==> config.mk <==
export PLATFORM = sky130hd
export DESIGN_NAME = cq_stall_ctrl
export DESIGN_NICKNAME = d
export VERILOG_FILES = /design/src/rtl/cq_stall_pkg.sv /design/src/rtl/cq_slot_track.sv /design/src/rtl/cq_cause_mask.sv /design/src/rtl/cq_miss_count.sv /design/src/rtl/cq_stall_ctrl.sv
export SDC_FILE = /design/constraint.sdc
export NUM_CORES = 1
export LEC_CHECK = 0
export BUFFER_PORTS_ARGS = -buffer_cell sky130_fd_sc_hd__buf_2
export CAP_MARGIN = 0
export CELL_PAD_IN_SITES_DETAIL_PLACEMENT = 0
export CELL_PAD_IN_SITES_GLOBAL_PLACEMENT = 1
export CORE_ASPECT_RATIO = 1.5
export CORE_MARGIN = 10
export CORE_UTILIZATION = 46
export CTS_BUF_LIST = sky130_fd_sc_hd__clkbuf_4 sky130_fd_sc_hd__clkbuf_8
export DETAILED_ROUTE_END_ITERATION = 6
export GPL_ROUTABILITY_DRIVEN = 0
export PLACE_DENSITY = 0.93
export SYNTH_ARGS = -nofsm -noshare
export SYNTH_HDL_FRONTEND = slang
export SYNTH_SLANG_ARGS = --single-unit
==> constraint.sdc <==
create_clock -name clk -period 7.68 [get_ports clk]
set_clock_uncertainty 0.1 [all_clocks]
set_input_delay 1.536 -clock clk [delete_from_list [all_inputs] [get_ports clk]]
set_output_delay 1.536 -clock clk [all_outputs]
set_load 0.1 [all_outputs]
==> src/rtl/cq_stall_pkg.sv <==
package cq_stall_pkg;
  typedef enum logic [1:0] {
    CMD_READ  = 2'd0,
    CMD_WRITE = 2'd1,
    CMD_CLEAN = 2'd2,
    CMD_OTHER = 2'd3
  } cq_cmd_e;

  localparam int NCAUSE    = 3;
  localparam int CAUSE_MQ  = 0;
  localparam int CAUSE_WB  = 1;
  localparam int CAUSE_TGT = 2;
endpackage

==> src/rtl/cq_slot_track.sv <==
module cq_slot_track #(
  parameter int DEPTH    = 8,
  parameter int IDX_W    = 3,
  parameter int ADDR_W   = 32,
  parameter bit MATCH_EN = 1'b0
) (
  input  logic              clk,
  input  logic              rst,
  input  logic              alloc_fire,
  input  logic [ADDR_W-1:0] alloc_blk,
  input  logic              iss_req,
  input  logic [IDX_W-1:0]  iss_idx,
  input  logic              fin_req,
  input  logic [IDX_W-1:0]  fin_idx,
  output logic              has_free,
  output logic [IDX_W-1:0]  free_idx,
  output logic              merge_hit,
  output logic              set_full,
  output logic              clr_full
);
  logic [DEPTH-1:0] vld_q, srv_q, vld_d, srv_d;
  logic [DEPTH-1:0] iss_hit, fin_hit;
  logic             full_now, full_next;

  // lowest free slot
  always_comb begin
    has_free = 1'b0;
    free_idx = '0;
    for (int i = DEPTH - 1; i >= 0; i--) begin
      if (!vld_q[i]) begin
        has_free = 1'b1;
        free_idx = IDX_W'(i);
      end
    end
  end

  always_comb begin
    vld_d = vld_q;
    srv_d = srv_q;
    for (int i = 0; i < DEPTH; i++) begin
      iss_hit[i] = iss_req && (iss_idx == IDX_W'(i)) && vld_q[i] && !srv_q[i];
      fin_hit[i] = fin_req && (fin_idx == IDX_W'(i)) && vld_q[i] && srv_q[i];
      if (fin_hit[i]) begin
        vld_d[i] = 1'b0;
        srv_d[i] = 1'b0;
      end
      if (iss_hit[i]) srv_d[i] = 1'b1;
      if (alloc_fire && (free_idx == IDX_W'(i))) begin
        vld_d[i] = 1'b1;
        srv_d[i] = 1'b0;
      end
    end
  end

  assign full_now  = &(vld_q & ~srv_q);
  assign full_next = &(vld_d & ~srv_d);
  assign set_full  = alloc_fire && full_next;
  assign clr_full  = (|iss_hit) && full_now && !full_next;

  always_ff @(posedge clk) begin
    if (rst) begin
      vld_q <= '0;
      srv_q <= '0;
    end else begin
      vld_q <= vld_d;
      srv_q <= srv_d;
    end
  end

  generate
    if (MATCH_EN) begin : g_match
      logic [ADDR_W-1:0] blk_mem [DEPTH];
      logic [DEPTH-1:0]  cmp;
      always_ff @(posedge clk) begin
        for (int i = 0; i < DEPTH; i++) begin
          if (alloc_fire && (free_idx == IDX_W'(i))) blk_mem[i] <= alloc_blk;
        end
      end
      always_comb begin
        for (int i = 0; i < DEPTH; i++) begin
          cmp[i] = vld_q[i] && !srv_q[i] && (blk_mem[i] == alloc_blk);
        end
      end
      assign merge_hit = |cmp;
    end else begin : g_nomatch
      logic unused_blk;
      assign unused_blk = ^alloc_blk;
      assign merge_hit  = 1'b0;
    end
  endgenerate


  no_full_alloc_chk: assert property (@(posedge clk) disable iff (rst)
    alloc_fire |-> has_free);
endmodule

==> src/rtl/cq_cause_mask.sv <==
module cq_cause_mask #(
  parameter int NC    = 3,
  parameter int CNT_W = 16,
  parameter int CYC_W = 32
) (
  input  logic                clk,
  input  logic                rst,
  input  logic [NC-1:0]       set_vec,
  input  logic [NC-1:0]       clr_vec,
  input  logic                req_seen,
  output logic [NC-1:0]       mask_q,
  output logic                port_ready,
  output logic                retry_pulse,
  output logic [NC*CNT_W-1:0] evt_flat,
  output logic [NC*CYC_W-1:0] cyc_flat
);
  logic [NC-1:0]    mask_d, on_sel, off_sel, off_src;
  logic             going_on, going_off, refused, pend_q;
  logic [CYC_W-1:0] now_q, stamp_q, elapsed;

  assign mask_d    = (mask_q | set_vec) & ~clr_vec;
  assign going_on  = (mask_q == '0) && (mask_d != '0);
  assign going_off = (mask_q != '0) && (mask_d == '0);
  assign on_sel    = mask_d & (~mask_d + 1'b1);
  assign off_src   = mask_q & clr_vec;
  assign off_sel   = off_src & (~off_src + 1'b1);
  assign refused   = req_seen && !port_ready;
  assign elapsed   = now_q - stamp_q;

  always_ff @(posedge clk) begin
    if (rst) begin
      mask_q      <= '0;
      port_ready  <= 1'b1;
      retry_pulse <= 1'b0;
      pend_q      <= 1'b0;
      now_q       <= '0;
      stamp_q     <= '0;
    end else begin
      mask_q      <= mask_d;
      port_ready  <= (mask_d == '0);
      retry_pulse <= going_off && (pend_q || refused);
      now_q       <= now_q + 1'b1;
      if (going_off)    pend_q <= 1'b0;
      else if (refused) pend_q <= 1'b1;
      if (going_on) stamp_q <= now_q;
    end
  end

  generate
    for (genvar c = 0; c < NC; c++) begin : g_cnt
      logic [CNT_W-1:0] evt_q;
      logic [CYC_W-1:0] cyc_q;
      always_ff @(posedge clk) begin
        if (rst) begin
          evt_q <= '0;
          cyc_q <= '0;
        end else begin
          if (going_on && on_sel[c])   evt_q <= evt_q + 1'b1;
          if (going_off && off_sel[c]) cyc_q <= cyc_q + elapsed;
        end
      end
      assign evt_flat[c*CNT_W +: CNT_W] = evt_q;
      assign cyc_flat[c*CYC_W +: CYC_W] = cyc_q;
    end
  endgenerate


  stall_low_chk: assert property (@(posedge clk) disable iff (rst)
    (mask_q != '0) |-> !port_ready);

  retry_single_chk: assert property (@(posedge clk) disable iff (rst)
    retry_pulse |=> !retry_pulse);

  retry_ready_chk: assert property (@(posedge clk) disable iff (rst)
    retry_pulse |-> port_ready);
endmodule

==> src/rtl/cq_miss_count.sv <==
module cq_miss_count #(
  parameter int CD_W = 32
) (
  input  logic            clk,
  input  logic            rst,
  input  logic            cd_load,
  input  logic [CD_W-1:0] cd_value,
  input  logic            miss_report,
  output logic            stop_flag
);
  logic [CD_W-1:0] left_q;

  always_ff @(posedge clk) begin
    if (rst) begin
      left_q    <= '0;
      stop_flag <= 1'b0;
    end else if (cd_load) begin
      left_q <= cd_value;
    end else if (miss_report && (left_q != '0)) begin
      left_q <= left_q - 1'b1;
      if (left_q == CD_W'(1)) stop_flag <= 1'b1;
    end
  end


  stop_sticky_chk: assert property (@(posedge clk) disable iff (rst)
    stop_flag |=> stop_flag);
endmodule

==> src/rtl/cq_stall_ctrl.sv <==
module cq_stall_ctrl
  import cq_stall_pkg::*;
#(
  parameter int MQ_DEPTH  = 8,
  parameter int WB_DEPTH  = 4,
  parameter int IDX_W     = 3,
  parameter int ADDR_W    = 32,
  parameter int BLK_BYTES = 64,
  parameter int TAG_W     = 16,
  parameter int CNT_W     = 16,
  parameter int CYC_W     = 32,
  parameter int CD_W      = 32
) (
  input  logic                    clk,
  input  logic                    rst,
  input  logic                    req_valid,
  input  logic                    req_to_wb,
  input  logic [ADDR_W-1:0]       req_addr,
  input  logic [1:0]              req_cmd,
  output logic                    rsp_ok,
  output logic [TAG_W-1:0]        rsp_tag,
  output logic [IDX_W-1:0]        rsp_idx,
  output logic [ADDR_W-1:0]       rsp_blk,
  output logic                    rsp_merge,
  input  logic                    iss_valid,
  input  logic                    iss_to_wb,
  input  logic [IDX_W-1:0]        iss_idx,
  input  logic                    fin_valid,
  input  logic                    fin_to_wb,
  input  logic [IDX_W-1:0]        fin_idx,
  input  logic                    tgt_set,
  input  logic                    tgt_clr,
  output logic                    port_ready,
  output logic                    retry_pulse,
  output logic [2:0]              blk_mask,
  output logic [3*CNT_W-1:0]      blk_evt,
  output logic [3*CYC_W-1:0]      blk_cyc,
  input  logic                    cd_load,
  input  logic [CD_W-1:0]         cd_value,
  input  logic                    miss_report,
  output logic                    stop_flag
);
  localparam int OFS_W = $clog2(BLK_BYTES);

  logic [ADDR_W-1:0] blk_addr;
  logic              wb_cmd_ok, mq_fire, wb_fire;
  logic              mq_free, wb_free, mq_set, wb_set, mq_clr, wb_clr;
  logic              mq_merge, wb_merge;
  logic [IDX_W-1:0]  mq_idx, wb_idx;
  logic [TAG_W-1:0]  tag_q;
  logic [NCAUSE-1:0] set_vec, clr_vec;
  logic              unused_lo, unused_mq_merge;

  assign blk_addr        = {req_addr[ADDR_W-1:OFS_W], OFS_W'(0)};
  assign unused_lo       = ^req_addr[OFS_W-1:0];
  assign unused_mq_merge = mq_merge;
  assign wb_cmd_ok       = (req_cmd == CMD_WRITE) || (req_cmd == CMD_CLEAN);
  assign mq_fire = req_valid && port_ready && !req_to_wb && mq_free;
  assign wb_fire = req_valid && port_ready && req_to_wb && wb_cmd_ok && wb_free;

  cq_slot_track #(
    .DEPTH(MQ_DEPTH), .IDX_W(IDX_W), .ADDR_W(ADDR_W), .MATCH_EN(1'b0)
  ) i_mq (
    .clk(clk), .rst(rst),
    .alloc_fire(mq_fire), .alloc_blk(blk_addr),
    .iss_req(iss_valid && !iss_to_wb), .iss_idx(iss_idx),
    .fin_req(fin_valid && !fin_to_wb), .fin_idx(fin_idx),
    .has_free(mq_free), .free_idx(mq_idx), .merge_hit(mq_merge),
    .set_full(mq_set), .clr_full(mq_clr)
  );

  cq_slot_track #(
    .DEPTH(WB_DEPTH), .IDX_W(IDX_W), .ADDR_W(ADDR_W), .MATCH_EN(1'b1)
  ) i_wb (
    .clk(clk), .rst(rst),
    .alloc_fire(wb_fire), .alloc_blk(blk_addr),
    .iss_req(iss_valid && iss_to_wb), .iss_idx(iss_idx),
    .fin_req(fin_valid && fin_to_wb), .fin_idx(fin_idx),
    .has_free(wb_free), .free_idx(wb_idx), .merge_hit(wb_merge),
    .set_full(wb_set), .clr_full(wb_clr)
  );

  assign set_vec = {tgt_set, wb_set, mq_set};
  assign clr_vec = {tgt_clr, wb_clr, mq_clr};

  cq_cause_mask #(.NC(NCAUSE), .CNT_W(CNT_W), .CYC_W(CYC_W)) i_mask (
    .clk(clk), .rst(rst),
    .set_vec(set_vec), .clr_vec(clr_vec), .req_seen(req_valid),
    .mask_q(blk_mask), .port_ready(port_ready), .retry_pulse(retry_pulse),
    .evt_flat(blk_evt), .cyc_flat(blk_cyc)
  );

  cq_miss_count #(.CD_W(CD_W)) i_cd (
    .clk(clk), .rst(rst),
    .cd_load(cd_load), .cd_value(cd_value), .miss_report(miss_report),
    .stop_flag(stop_flag)
  );

  always_ff @(posedge clk) begin
    if (rst) begin
      tag_q     <= '0;
      rsp_ok    <= 1'b0;
      rsp_tag   <= '0;
      rsp_idx   <= '0;
      rsp_blk   <= '0;
      rsp_merge <= 1'b0;
    end else begin
      rsp_ok    <= mq_fire || wb_fire;
      rsp_merge <= wb_fire && wb_merge;
      if (mq_fire || wb_fire) begin
        tag_q   <= tag_q + 1'b1;
        rsp_tag <= tag_q;
        rsp_idx <= wb_fire ? wb_idx : mq_idx;
        rsp_blk <= blk_addr;
      end
    end
  end


  stall_reject_chk: assert property (@(posedge clk) disable iff (rst)
    (req_valid && !port_ready) |=> !rsp_ok);

  tag_step_chk: assert property (@(posedge clk) disable iff (rst)
    (rsp_ok && $past(rsp_ok)) |-> (rsp_tag == TAG_W'($past(rsp_tag) + 1'b1)));

  merge_wb_chk: assert property (@(posedge clk) disable iff (rst)
    rsp_merge |-> rsp_ok);
endmodule

After elaboration in Yosys (flattened, before gate mapping)
Memories as Yosys holds them, arrays and structs flattened.
Cells that the tools add are included.
{"block": "totals", "register_bits": 334, "mem_bits_rw": 104, "input_bits": 84, "out_inout_bits": 203, "word_cells": 352, "n_memories": 1}
{"block": "op_classes", "addsub": 12, "eq_ne": 31, "n_mux": 104, "bitwise": 17, "n_reduce_logical": 163}
{"memory": "i_wb.g_match.blk_mem", "words": 4, "width": 26, "read_ports": 4, "rd_clocked_by_memory_dff": 0, "write_ports": 1, "line": "cq_slot_track.sv:72", "source": "logic [ADDR_W-1:0] blk_mem [DEPTH];"}
{"cell": "$eq 32x32->1", "count": 4}
{"cell": "$logic_and 1x1->1", "count": 120}
{"cell": "$add 32x32->32", "count": 3}
{"cell": "$mux 1", "count": 83}
{"cell": "$mux 26", "count": 3}
{"cell": "$reduce_or 26->1", "count": 3}
{"cell": "$add 16x1->16 const B", "count": 4}
{"cell": "$mux 32", "count": 2}
{"cell": "$eq 3x3->1 const B", "count": 12}
{"cell": "$add 32x1->32 const B", "count": 1}
{"cell": "$eq 32x1->1 const B", "count": 1}
{"cell": "$reduce_bool 32->1", "count": 1}
{"cell": "$sub 32x1->32 const B", "count": 1}
{"cell": "$sub 32x32->32", "count": 1}
{"cell": "$mux 3", "count": 9}
{"cell": "$eq 3x2->1 const B", "count": 6}
{"cell": "$logic_not 1->1", "count": 18}
{"cell": "$logic_not 3->1", "count": 6}
{"cell": "$and 8x8->8", "count": 2}
{"cell": "$not 8->8", "count": 2}
{"cell": "$reduce_and 8->1", "count": 2}
{"cell": "$mux 2", "count": 7}
{"cell": "$and 3x3->3", "count": 4}
{"cell": "$eq 3x1->1 const B", "count": 3}
{"cell": "16 further kinds", "count": 29}

Longest topological paths before layout
Gate-level depths: netlist of the first run.
{"block": "depth", "depth_word": 22, "mapped_depth": 25, "mapped_depth_nobuf": 25}

By module
From an unflattened synthesis of the first run, not the netlist that was laid out.
{"block": "unflattened", "cells_unflattened": 2930, "area_unflattened_um2": 25889.8}
{"mod": "cq_cause_mask", "n_inst": 1, "cells_each": 1839, "area_per_inst_um2": 14335.0, "seq_area_each_um2": 4284.1}
{"mod": "cq_slot_track (i_wb)", "n_inst": 1, "cells_each": 381, "area_per_inst_um2": 5809.3, "seq_area_each_um2": 4003.8}
{"mod": "cq_stall_ctrl", "n_inst": 1, "cells_each": 310, "area_per_inst_um2": 2539.9, "seq_area_each_um2": 1261.2}
{"mod": "cq_miss_count", "n_inst": 1, "cells_each": 238, "area_per_inst_um2": 2030.7, "seq_area_each_um2": 660.6}
{"mod": "cq_slot_track (i_mq)", "n_inst": 1, "cells_each": 162, "area_per_inst_um2": 1174.9, "seq_area_each_um2": 320.3}

Worst setup path before layout of the first run
OpenSTA, ideal clock, no wires.
{"block": "synth_path", "kind": "input to register", "from": "input req_to_wb", "to": "register i_mask.g_cnt[1].evt_q[13]", "setup_time_ps": 70, "t_arrival_ps": 6360, "required_ps": 7510, "setup_slack_ps": 1150, "stages": 11, "n_path_buf": 1, "cell_sequence": "nand3_1 > nor4_1 > a21oi_1 > nor2_1 > a41oi_1 > nor2_1 > nand4_1 > or2_1 > clkbuf_1 > or3_1 > a21oi_1"}
{"block": "synth_between", "elab_chain_len": 16, "elab_cells_between_ends": 63, "cone_classes": "add/sub: 1; mux: 24; bitwise: 9; reduce/logical: 29"}
{"element": "from (decl)", "line": "cq_stall_ctrl.sv:17", "source": "input logic req_to_wb,"}
{"element": "$logic_not 1->1 / $logic_and 1x1->1 (equally long branches)", "line": "cq_stall_ctrl.sv:58, cq_stall_ctrl.sv:59"}
{"element": "$logic_and 1x1->1, on equally long branches (2 in series)", "line": "cq_stall_ctrl.sv:58, cq_stall_ctrl.sv:59"}
{"element": "$logic_and 1x1->1", "line": "cq_slot_track.sv:48", "source": "if (alloc_fire && (free_idx == IDX_W'(i))) begin"}
{"element": "$mux 1", "line": "cq_slot_track.sv:48"}
{"element": "$not 8->8 / $not 4->4 (equally long branches)", "line": "cq_slot_track.sv:56", "source": "assign full_next = &(vld_d & ~srv_d);"}
{"element": "$and 8x8->8 / $and 4x4->4 (equally long branches)", "line": "cq_slot_track.sv:56"}
{"element": "$reduce_and 8->1 / $reduce_and 4->1 (equally long branches)", "line": "cq_slot_track.sv:56"}
{"element": "$logic_not 1->1", "line": "cq_slot_track.sv:58", "source": "assign clr_full = (|iss_hit) && full_now && !full_next;"}
{"element": "$logic_and 1x1->1", "line": "cq_slot_track.sv:58"}
{"element": "$not 3->3", "line": "cq_cause_mask.sv:21", "source": "assign mask_d = (mask_q | set_vec) & ~clr_vec;"}
{"element": "$and 3x3->3 (*)", "line": "cq_cause_mask.sv:21"}
{"element": "$not 3->3", "line": "cq_cause_mask.sv:24", "source": "assign on_sel = mask_d & (~mask_d + 1'b1);"}
{"element": "$add 3x1->3", "line": "cq_cause_mask.sv:24"}
{"element": "$and 3x3->3", "line": "cq_cause_mask.sv:24"}
{"element": "$logic_and 1x1->1 (*)", "line": "cq_cause_mask.sv:58", "source": "if (going_on && on_sel[c]) evt_q <= evt_q + 1'b1;"}
{"element": "to (signal assigned)", "line": "cq_cause_mask.sv:58"}
{"element": "to (decl)", "line": "cq_cause_mask.sv:51", "source": "logic [CNT_W-1:0] evt_q;"}
Mark *: on every way between the ends. The rest lies on a longest branch, timed or not.
A chain may end at the register's enable or synchronous reset.

Final worst setup path of the first run
{"block": "layout_path", "from": "register i_mask.now_q[0]", "to": "register i_mask.g_cnt[0].cyc_q[31]"}
{"block": "layout_between", "elab_chain_len": 2}
{"element": "from (decl)", "line": "cq_cause_mask.sv:19", "source": "logic [CYC_W-1:0] now_q, stamp_q, elapsed;"}
{"element": "from (signal assigned)", "line": "cq_cause_mask.sv:42", "source": "now_q <= now_q + 1'b1;"}
{"element": "$sub 32x32->32", "line": "cq_cause_mask.sv:28", "source": "assign elapsed = now_q - stamp_q;"}
{"element": "$add 32x32->32", "line": "cq_cause_mask.sv:59", "source": "if (going_off && off_sel[c]) cyc_q <= cyc_q + elapsed;"}
{"element": "to (signal assigned)", "line": "cq_cause_mask.sv:59"}
{"element": "to (decl)", "line": "cq_cause_mask.sv:52", "source": "logic [CYC_W-1:0] cyc_q;"}
No other way between the ends.

==> out/qor.log, run 1 <==
qor: routing.ant_nets 0
qor: floorplanning.die_width 206 µm
qor: sta.hold_slack 0.346 ns
qor: routing.dr_drc_count 0
qor: synthesis.syn_area_per_cell 8.74 µm²
qor: synthesis.synth_enable_flop_cells 104
qor: clock_network.cts_tree built
qor: global_route.maximum_number_of_pins_on_one_net_before_global_route_repair 186
qor: clock_network.cts_max_level 3
qor: routing.wirelength 65,500 µm
qor: floorplanning.fp.dieArea 61,800 µm²
qor: floorplanning.initial_utilization 46.4%
qor: routing.num_vias 20.6k
qor: synthesis.synthesis.area 23,900 µm²
qor: setup_path.critPathRequiredTime 8.17 ns
qor: routing.wl_per_cell 17.7 µm
qor: synthesis.sequential_share_of_the_synthesized_area 41.0%
qor: sta.worst_slew_margin_rel 22.7%
qor: floorplanning.ioPinCount 287
qor: setup_path.cp-end-kind flip-flop
qor: sta.drv_slew 0
qor: synthesis.synth_seq_cells 438
qor: floorplanning.rows 102
qor: clock_network.clock_insertion_delay_worst_skew 0.70 ns
qor: synthesis.syn_inst 2,739
qor: place.place_inst 3,576
qor: global_route.grt_antenna_before_repair 5
qor: synthesis.synth_cell_type_count 84
qor: setup_path.critPathLaunchType flip-flop
qor: sta.timing.final.setup_violations 0
qor: setup_path.timing.critical_path.fanout_max 5
qor: pwr.ir_drop 0.181 mV
qor: pwr.total_chip_power 5.42 mW
qor: sta.maxClockFrequency 171 MHz
qor: synthesis.synth_async_sr_flop_share 0%
qor: clock_network.clkSlewWorstSetupHoldPaths 0.06 ns
qor: finish.finalNonFillerCells 3,704
qor: clock_network.cts_hold_buf 0
qor: sta.final.period_utilization 76.2%
qor: synthesis.synth_top_flop_cell dfxtp_1
qor: finish.n_fill_cell 4,742
qor: clock_network.clock_sinks 438
qor: sta.final.min_clock_period 5.85 ns
qor: clock_network.cts_buffers 71
qor: pwr.power_per_cell_area 199 nW/µm²
qor: global_route.first_global_vias 20.3k
qor: place.place.port_buffers 274
qor: synthesis.synth-warning-count 0
qor: global_route.grt.overflow.total 0
qor: sta.timing.final.hold_violations 0
qor: global_route.grt_pass1_wl 105,000 µm
qor: finish.post_route_cells_drive_above_1_share 14.5%
qor: pwr.lkg_pwr 11.5 nW
qor: sta.setup-tns-final 0 ns
qor: outcome.run_status finished, final reports clean
qor: floorplanning.core_area 51,600 µm²
qor: min_path.hold_class flip-flop to flip-flop
qor: floorplanning.die_h 299 µm
qor: routing.detail_route.first_pass.iterations 7
qor: clock_network.post-cts-setup-buffer-count 0
qor: finish.fin_util 52.9%
qor: place.post-dp-hpwl 48,300 µm
qor: clock_network.clockBufferDepth 3
qor: setup_path.timing.setup.critical_path_class flip-flop to flip-flop
qor: clock_network.cts.repair.resized 0
qor: job.drv_cap 0
qor: clock_network.clock_tree.root_cell clkbuf_8
qor: global_route.globalRouteTotalUtil 20.5%
qor: sta.setup_repair_after_global_routing_missed_its_margin false
qor: finish.syn_to_final_growth 13.9%
qor: finish.fin_nets 3,192
qor: routing.drt-vias-per-instance 5.56
qor: sta.worstMarginPinSlew 1.16 ns
qor: routing.drt_iter0_drc 1,092
qor: setup_path.cp_data_arrival_time 6.34 ns
-- final cells by class --
type | instances | area, µm² | share of cell area, %
inverters | 69 | 259 | 0.949
clock buffers | 101 | 1240 | 4.55
clock inverters | 24 | 240 | 0.881
diodes | 3 | 7.51 | 0.0275
well taps | 676 | 846 | 3.10
multi-input cells | 2109 | 13400 | 49.2
repair buffers | 284 | 1470 | 5.38
flip-flops and latches | 438 | 9810 | 36.0
-- flip-flops by register name (all words and copies together) (netlist names) --
signal and flops:
i_mask.stamp_q 32, i_wb.g_match.blk_mem 104, i_wb.vld_q 4, i_mask.port_ready 1, rsp_tag 16, rsp_merge 1, i_mq.srv_q 8, i_mask.pend_q 1
rsp_blk 26, tag_q 16, i_mask.now_q 32, i_mask.g_cnt.evt_q 48, rsp_idx 3, rsp_ok 1, i_cd.left_q 32, i_mask.mask_q 3
i_mask.retry_pulse 1, i_mq.vld_q 8, i_mask.g_cnt.cyc_q 96, i_cd.stop_flag 1, i_wb.srv_q 4
-- Yosys cell counts (9+ instances only) --
master      n  area [µm²]
a211oi_1   27         203
or2_2       9        56.3
a21o_1     66         495
dfxtp_1   334        6690
and4_1     17         149
inv_1      68         255
xor2_1    139        1220
edfxtp_1  104        3120
nor2b_1    29         181
nand2b_1   21         131
nand2_1   309        1160
or3_1      36         225
nand4_1    56         350
nor4_1     28         175
o21ai_0    81         405
buf_2       9        45.0
and3_1     40         250
and2_1     16         100
nor3_1     43         215
nand3_1    65         325
xnor2_1   167        1460
ha_1      131        1640
clkbuf_1  102         383
nor2_1    308        1160
a31oi_1    19         119
o21a_1     13        97.6
o21bai_1   15         113
mux2i_1    48         480
a21oi_1   284        1420
o211ai_1   10        75.1
-- metrics by stage --
stage / worst slack, ns / cell area [µm²]
global route: 1.49 / 27300
floorplan: 1.15 / 24000
global placement: 2.02 / 25800
detailed placement: 1.94 / 25800
CTS: 1.88 / 27300
finish: 1.83 / 27300
-- critical path, cell delays in order, from the launching register on --
cell and delay [ns]:
dfxtp_1 0.34, inv_1 0.06, ha_1 0.15, inv_1 0.05
fa_1 0.40, a21oi_1 0.18, o21ai_0 0.10, a21oi_1 0.26
o21a_1 0.23, o21ai_0 0.25, a221o_1 0.40, a21oi_1 0.23
and2_1 0.19, xnor2_1 0.29, ha_1 0.40, a21o_1 0.20
a21o_1 0.23, a21oi_1 0.16, o21ai_0 0.09, a21o_1 0.21
a222oi_1 0.47, a21oi_1 0.15, xnor2_1 0.16, or3_1 0.32
a21oi_1 0.14
-- layer usage --
layer	GRT usage, %	up-vias	share of wire, %
met3	4.34	127	6.9
met5	0	-	0.020
met4	7.96	2	3.2
met2	36.1	638	50
li1	-	10100	-
met1	23.7	9733	40
-- logic make-up after synthesis --
group,synth area share [%]
AOI/OAI and AO/OA,14.7
buffers and inverters,3.28
xor gates and xnor gates,11.2
DFF,41.0
adders and majority gates,7.18
and+or+nand+nor,20.6
muxes,2.01
other,0.0157
-- cell usage in the layout, fill, tap and decap left out, types with 16 or more instances in the layout --
cell type and instances:
a21o_1 66, and2_1 16, mux2i_1 48, a31oi_1 19, or3_1 36, nor2b_1 29
xnor2_1 167, ha_1 131, a21oi_1 284, inv_1 68, o21ai_0 81, edfxtp_1 104
nor4_1 27, clkbuf_8 77, clkbuf_4 24, nand3_1 65, dfxtp_1 334, and3_1 40
nor3_1 42, nor2_1 305, a211oi_1 27, and4_1 17, nand4_1 56, nand2_1 309
buf_2 273, nand2b_1 21, xor2_1 139
-- final timing paths --
path                                      start                        end  slack (ns)  cells past startpoint
worst min register to register       rsp_blk[9]                 rsp_blk[9]        0.35                      2
worst max-delay path            i_mask.now_q[0]  i_mask.g_cnt[0].cyc_q[31]        1.83                     24
worst max register to register  i_mask.now_q[0]  i_mask.g_cnt[0].cyc_q[31]        1.83                     24
worst min-delay path                 rsp_blk[9]                 rsp_blk[9]        0.35                      2
-- power by group --
group          internal, mW  leakage, nW  switching, mW
clock network          1.11        0.790           1.03
registers              2.40         3.64         0.0317
logic                 0.278         7.02          0.576
total                  3.79         11.5           1.63
Note: power is estimated with default switching activity, not from simulation.
==> run 2: changes to the inputs <==
CORE_UTILIZATION = 42   (was 46)
PLACE_DENSITY = 0.9   (was 0.93)
clock period = 5.2 ns   (was 7.68 ns; I/O delays follow)
==> out/qor.log, run 2 (same netlist as run 1, synthesis figures left out) <==
qor: finish.layout_common_cells 333 x dfxtp_1, 309 x nand2_1, 305 x nor2_1
qor: sta.drv_slew 0
qor: place.place.port_buffers 274
qor: pwr.ir_drop 0.281 mV
qor: setup_path.rr_endpoint i_mask.g_cnt[0].cyc_q[31]
qor: place.post-dp-hpwl 48,400 µm
qor: clock_network.clockBufferDepth 3
qor: clock_network.clock_tree.root_cell clkbuf_8
qor: sta.worst_slew_margin_rel 26.1%
qor: routing.detail_route.first_pass.iterations 5
qor: global_route.grt_pass1_wl 105,000 µm
qor: floorplanning.ioPinCount 287
qor: routing.drt-vias-per-instance 5.31
qor: floorplanning.die_width 215 µm
qor: floorplanning.core_area 56,600 µm²
qor: floorplanning.die_h 312 µm
qor: routing.num_vias 20.5k
qor: clock_network.clock_insertion_delay_worst_skew 0.70 ns
qor: min_path.worstHoldEndpoint rsp_blk[7]
qor: setup_path.critPathRequiredTime 5.72 ns
qor: setup_path.timing.critical_path.fanout_max 5
qor: finish.largest_register_ffs 104
qor: global_route.first_global_vias 19.9k
qor: pwr.total_chip_power 8.32 mW
qor: sta.worstMarginPinSlew 1.11 ns
qor: clock_network.cts_buffers 71
qor: finish.layout.cells.most_common dfxtp_1
qor: finish.syn_to_final_growth 17.8%
qor: floorplanning.fp.dieArea 67,200 µm²
qor: min_path.min_path_cells 2
qor: finish.n_fill_cell 5,423
qor: clock_network.cts_max_level 3
qor: setup_path.worst_r2r_path_depth 23
qor: global_route.globalRouteTotalUtil 18.9%
qor: finish.top_regs i_wb.g_match.blk_mem (104), i_mask.g_cnt.cyc_q (96), i_mask.g_cnt.evt_q (48)
qor: finish.most_flops_register i_wb.g_match.blk_mem
qor: routing.dr_drc_count 0
qor: pwr.power_per_cell_area 295 nW/µm²
qor: sta.post-route-worst-setup-slack 0.241 ns
qor: finish.fin_util 49.8%
qor: pwr.lkg_pwr 11.9 nW
qor: global_route.grt.overflow.total 0
qor: clock_network.cts_tree built
qor: finish.post_route_cells_drive_above_1_share 17.3%
qor: routing.drt_iter0_drc 1,143
qor: global_route.grt_antenna_before_repair 3
qor: place.pre_cts_ws -0.0730 ns
qor: job.drv_cap 0
qor: sta.maxClockFrequency 202 MHz
qor: floorplanning.initial_utilization 42.3%
qor: sta.final.period_utilization 95.4%
qor: routing.ant_nets 0
qor: min_path.hold_class flip-flop to flip-flop
qor: sta.final.min_clock_period 4.96 ns
qor: routing.wirelength 65,800 µm
qor: outcome.run_status finished, final reports clean
qor: finish.layout.cell_area.non_filler 28,200 µm²
qor: place.dpl_cell_area 26,400 µm²
qor: clock_network.clock_sinks 438
qor: floorplanning.rows 107
qor: sta.hold_slack 0.346 ns
qor: min_path.hold_path.startpoint rsp_blk[7]
qor: sta.timing.final.setup_violations 0
qor: setup_path.crit-reg2reg-launch i_mask.now_q[0]
qor: global_route.maximum_number_of_pins_on_one_net_before_global_route_repair 170
qor: clock_network.clkSlewWorstSetupHoldPaths 0.06 ns
qor: setup_path.critPathLaunchType flip-flop
qor: setup_path.timing.setup.critical_path_class flip-flop to flip-flop
qor: finish.fin_nets 3,262
qor: setup_path.register_to_register_setup_slack 0.24 ns
qor: setup_path.cp_data_arrival_time 5.48 ns
qor: setup_path.cp-end-kind flip-flop
qor: sta.timing.final.hold_violations 0
qor: routing.wl_per_cell 17.1 µm
## run 2: changes by cell type in the layout (fill, tap and decap cells not counted), moves of 4 or more
| cell | previous run | this run |
|---|---|---|
| clkbuf_8 | 77 | 84 |
| xnor2_2 | 0 | 4 |
| bufinv_16 | 1 | 6 |
| buf_4 | 9 | 77 |
| a21oi_1 | 284 | 279 |
| inv_16 | 4 | 0 |
| ha_1 | 131 | 127 |
| clkbuf_4 | 24 | 17 |
| a21oi_2 | 0 | 5 |
| xnor2_1 | 167 | 162 |
## run 2: worst max-delay path: stages, from the launching register on
cell,delay (ns)
dfxtp_1,0.31
inv_1,0.05
ha_2,0.16
inv_1,0.05
fa_2,0.34
a21oi_2,0.17
o21ai_1,0.08
a21oi_2,0.18
buf_4,0.13
buf_4,0.09
xnor2_1,0.18
ha_1,0.34
and2_1,0.21
and3_1,0.21
a2111oi_2,0.36
a21oi_1,0.16
a221oi_2,0.37
a21oi_2,0.14
a222oi_1,0.33
buf_4,0.18
a21oi_1,0.07
xnor2_1,0.15
or3_1,0.39
a21oi_1,0.14
## run 2: metrics by stage
step | TNS [ns] | cells
final | 0 | 3860
after global routing | -0.0441 | 3860
after CTS | 0 | 3847
after detailed placement | -0.0861 | 3722
after global placement | 0 | 3722
after floorplan | 0 | 2744
## run 2: what timing repair did
item,CTS,global route
endpoints found under the setup margin,2,19
pin swaps,1,22
hold endpoints to repair,0,0
buffers inserted,1,10
hold buffers,0,0
gates resized for setup,1,31
## run 2: cell type report
class | instances | area [µm²] | area share (%)
Clock inverter | 23 | 300 | 1.06
Tap cell | 763 | 955 | 3.39
Antenna cell | 3 | 7.51 | 0.0266
Sequential cell | 438 | 9810 | 34.8
Clock buffer | 101 | 1280 | 4.55
Timing Repair Buffer | 354 | 2020 | 7.16
Inverter | 69 | 259 | 0.918
Multi-Input combinational cell | 2109 | 13600 | 48.1
## run 2: how the worst max path moves through the flow
stage	start	to	slack [ns]	cells past startpoint
2_1_floorplan	i_mask.port_ready	i_mask.g_cnt[1].evt_q[13]	0.1	11
3_3_place_gp	i_mask.now_q[0]	i_mask.g_cnt[0].cyc_q[31]	0.005	24
3_5_place_dp	i_mask.now_q[0]	i_mask.g_cnt[0].cyc_q[31]	-0.07	24
4_1_cts	i_mask.now_q[0]	i_mask.g_cnt[0].cyc_q[31]	0.01	25
5_1_grt	i_mask.now_q[0]	i_mask.g_cnt[0].cyc_q[31]	-0.04	23
6_report	i_mask.now_q[0]	i_mask.g_cnt[0].cyc_q[31]	0.24	23
## run 2: power by group
group | internal (mW) | total [mW] | switching, mW | leakage (nW)
Combinational | 0.491 | 1.37 | 0.875 | 7.43
Sequential | 3.54 | 3.58 | 0.0446 | 3.64
Clock | 1.91 | 3.38 | 1.47 | 0.830
## run 2: layer usage
| metal | up-vias | wire [µm] | track usage, % |
|---|---|---|---|
| met1 | 9648 | 27800 | 22.1 |
| met3 | 106 | 3750 | 4.28 |
| met2 | 486 | 32200 | 32.5 |
| li1 | 10300 | - | - |
| met4 | 0 | 2110 | 8.07 |
| met5 | - | 0 | 0 |
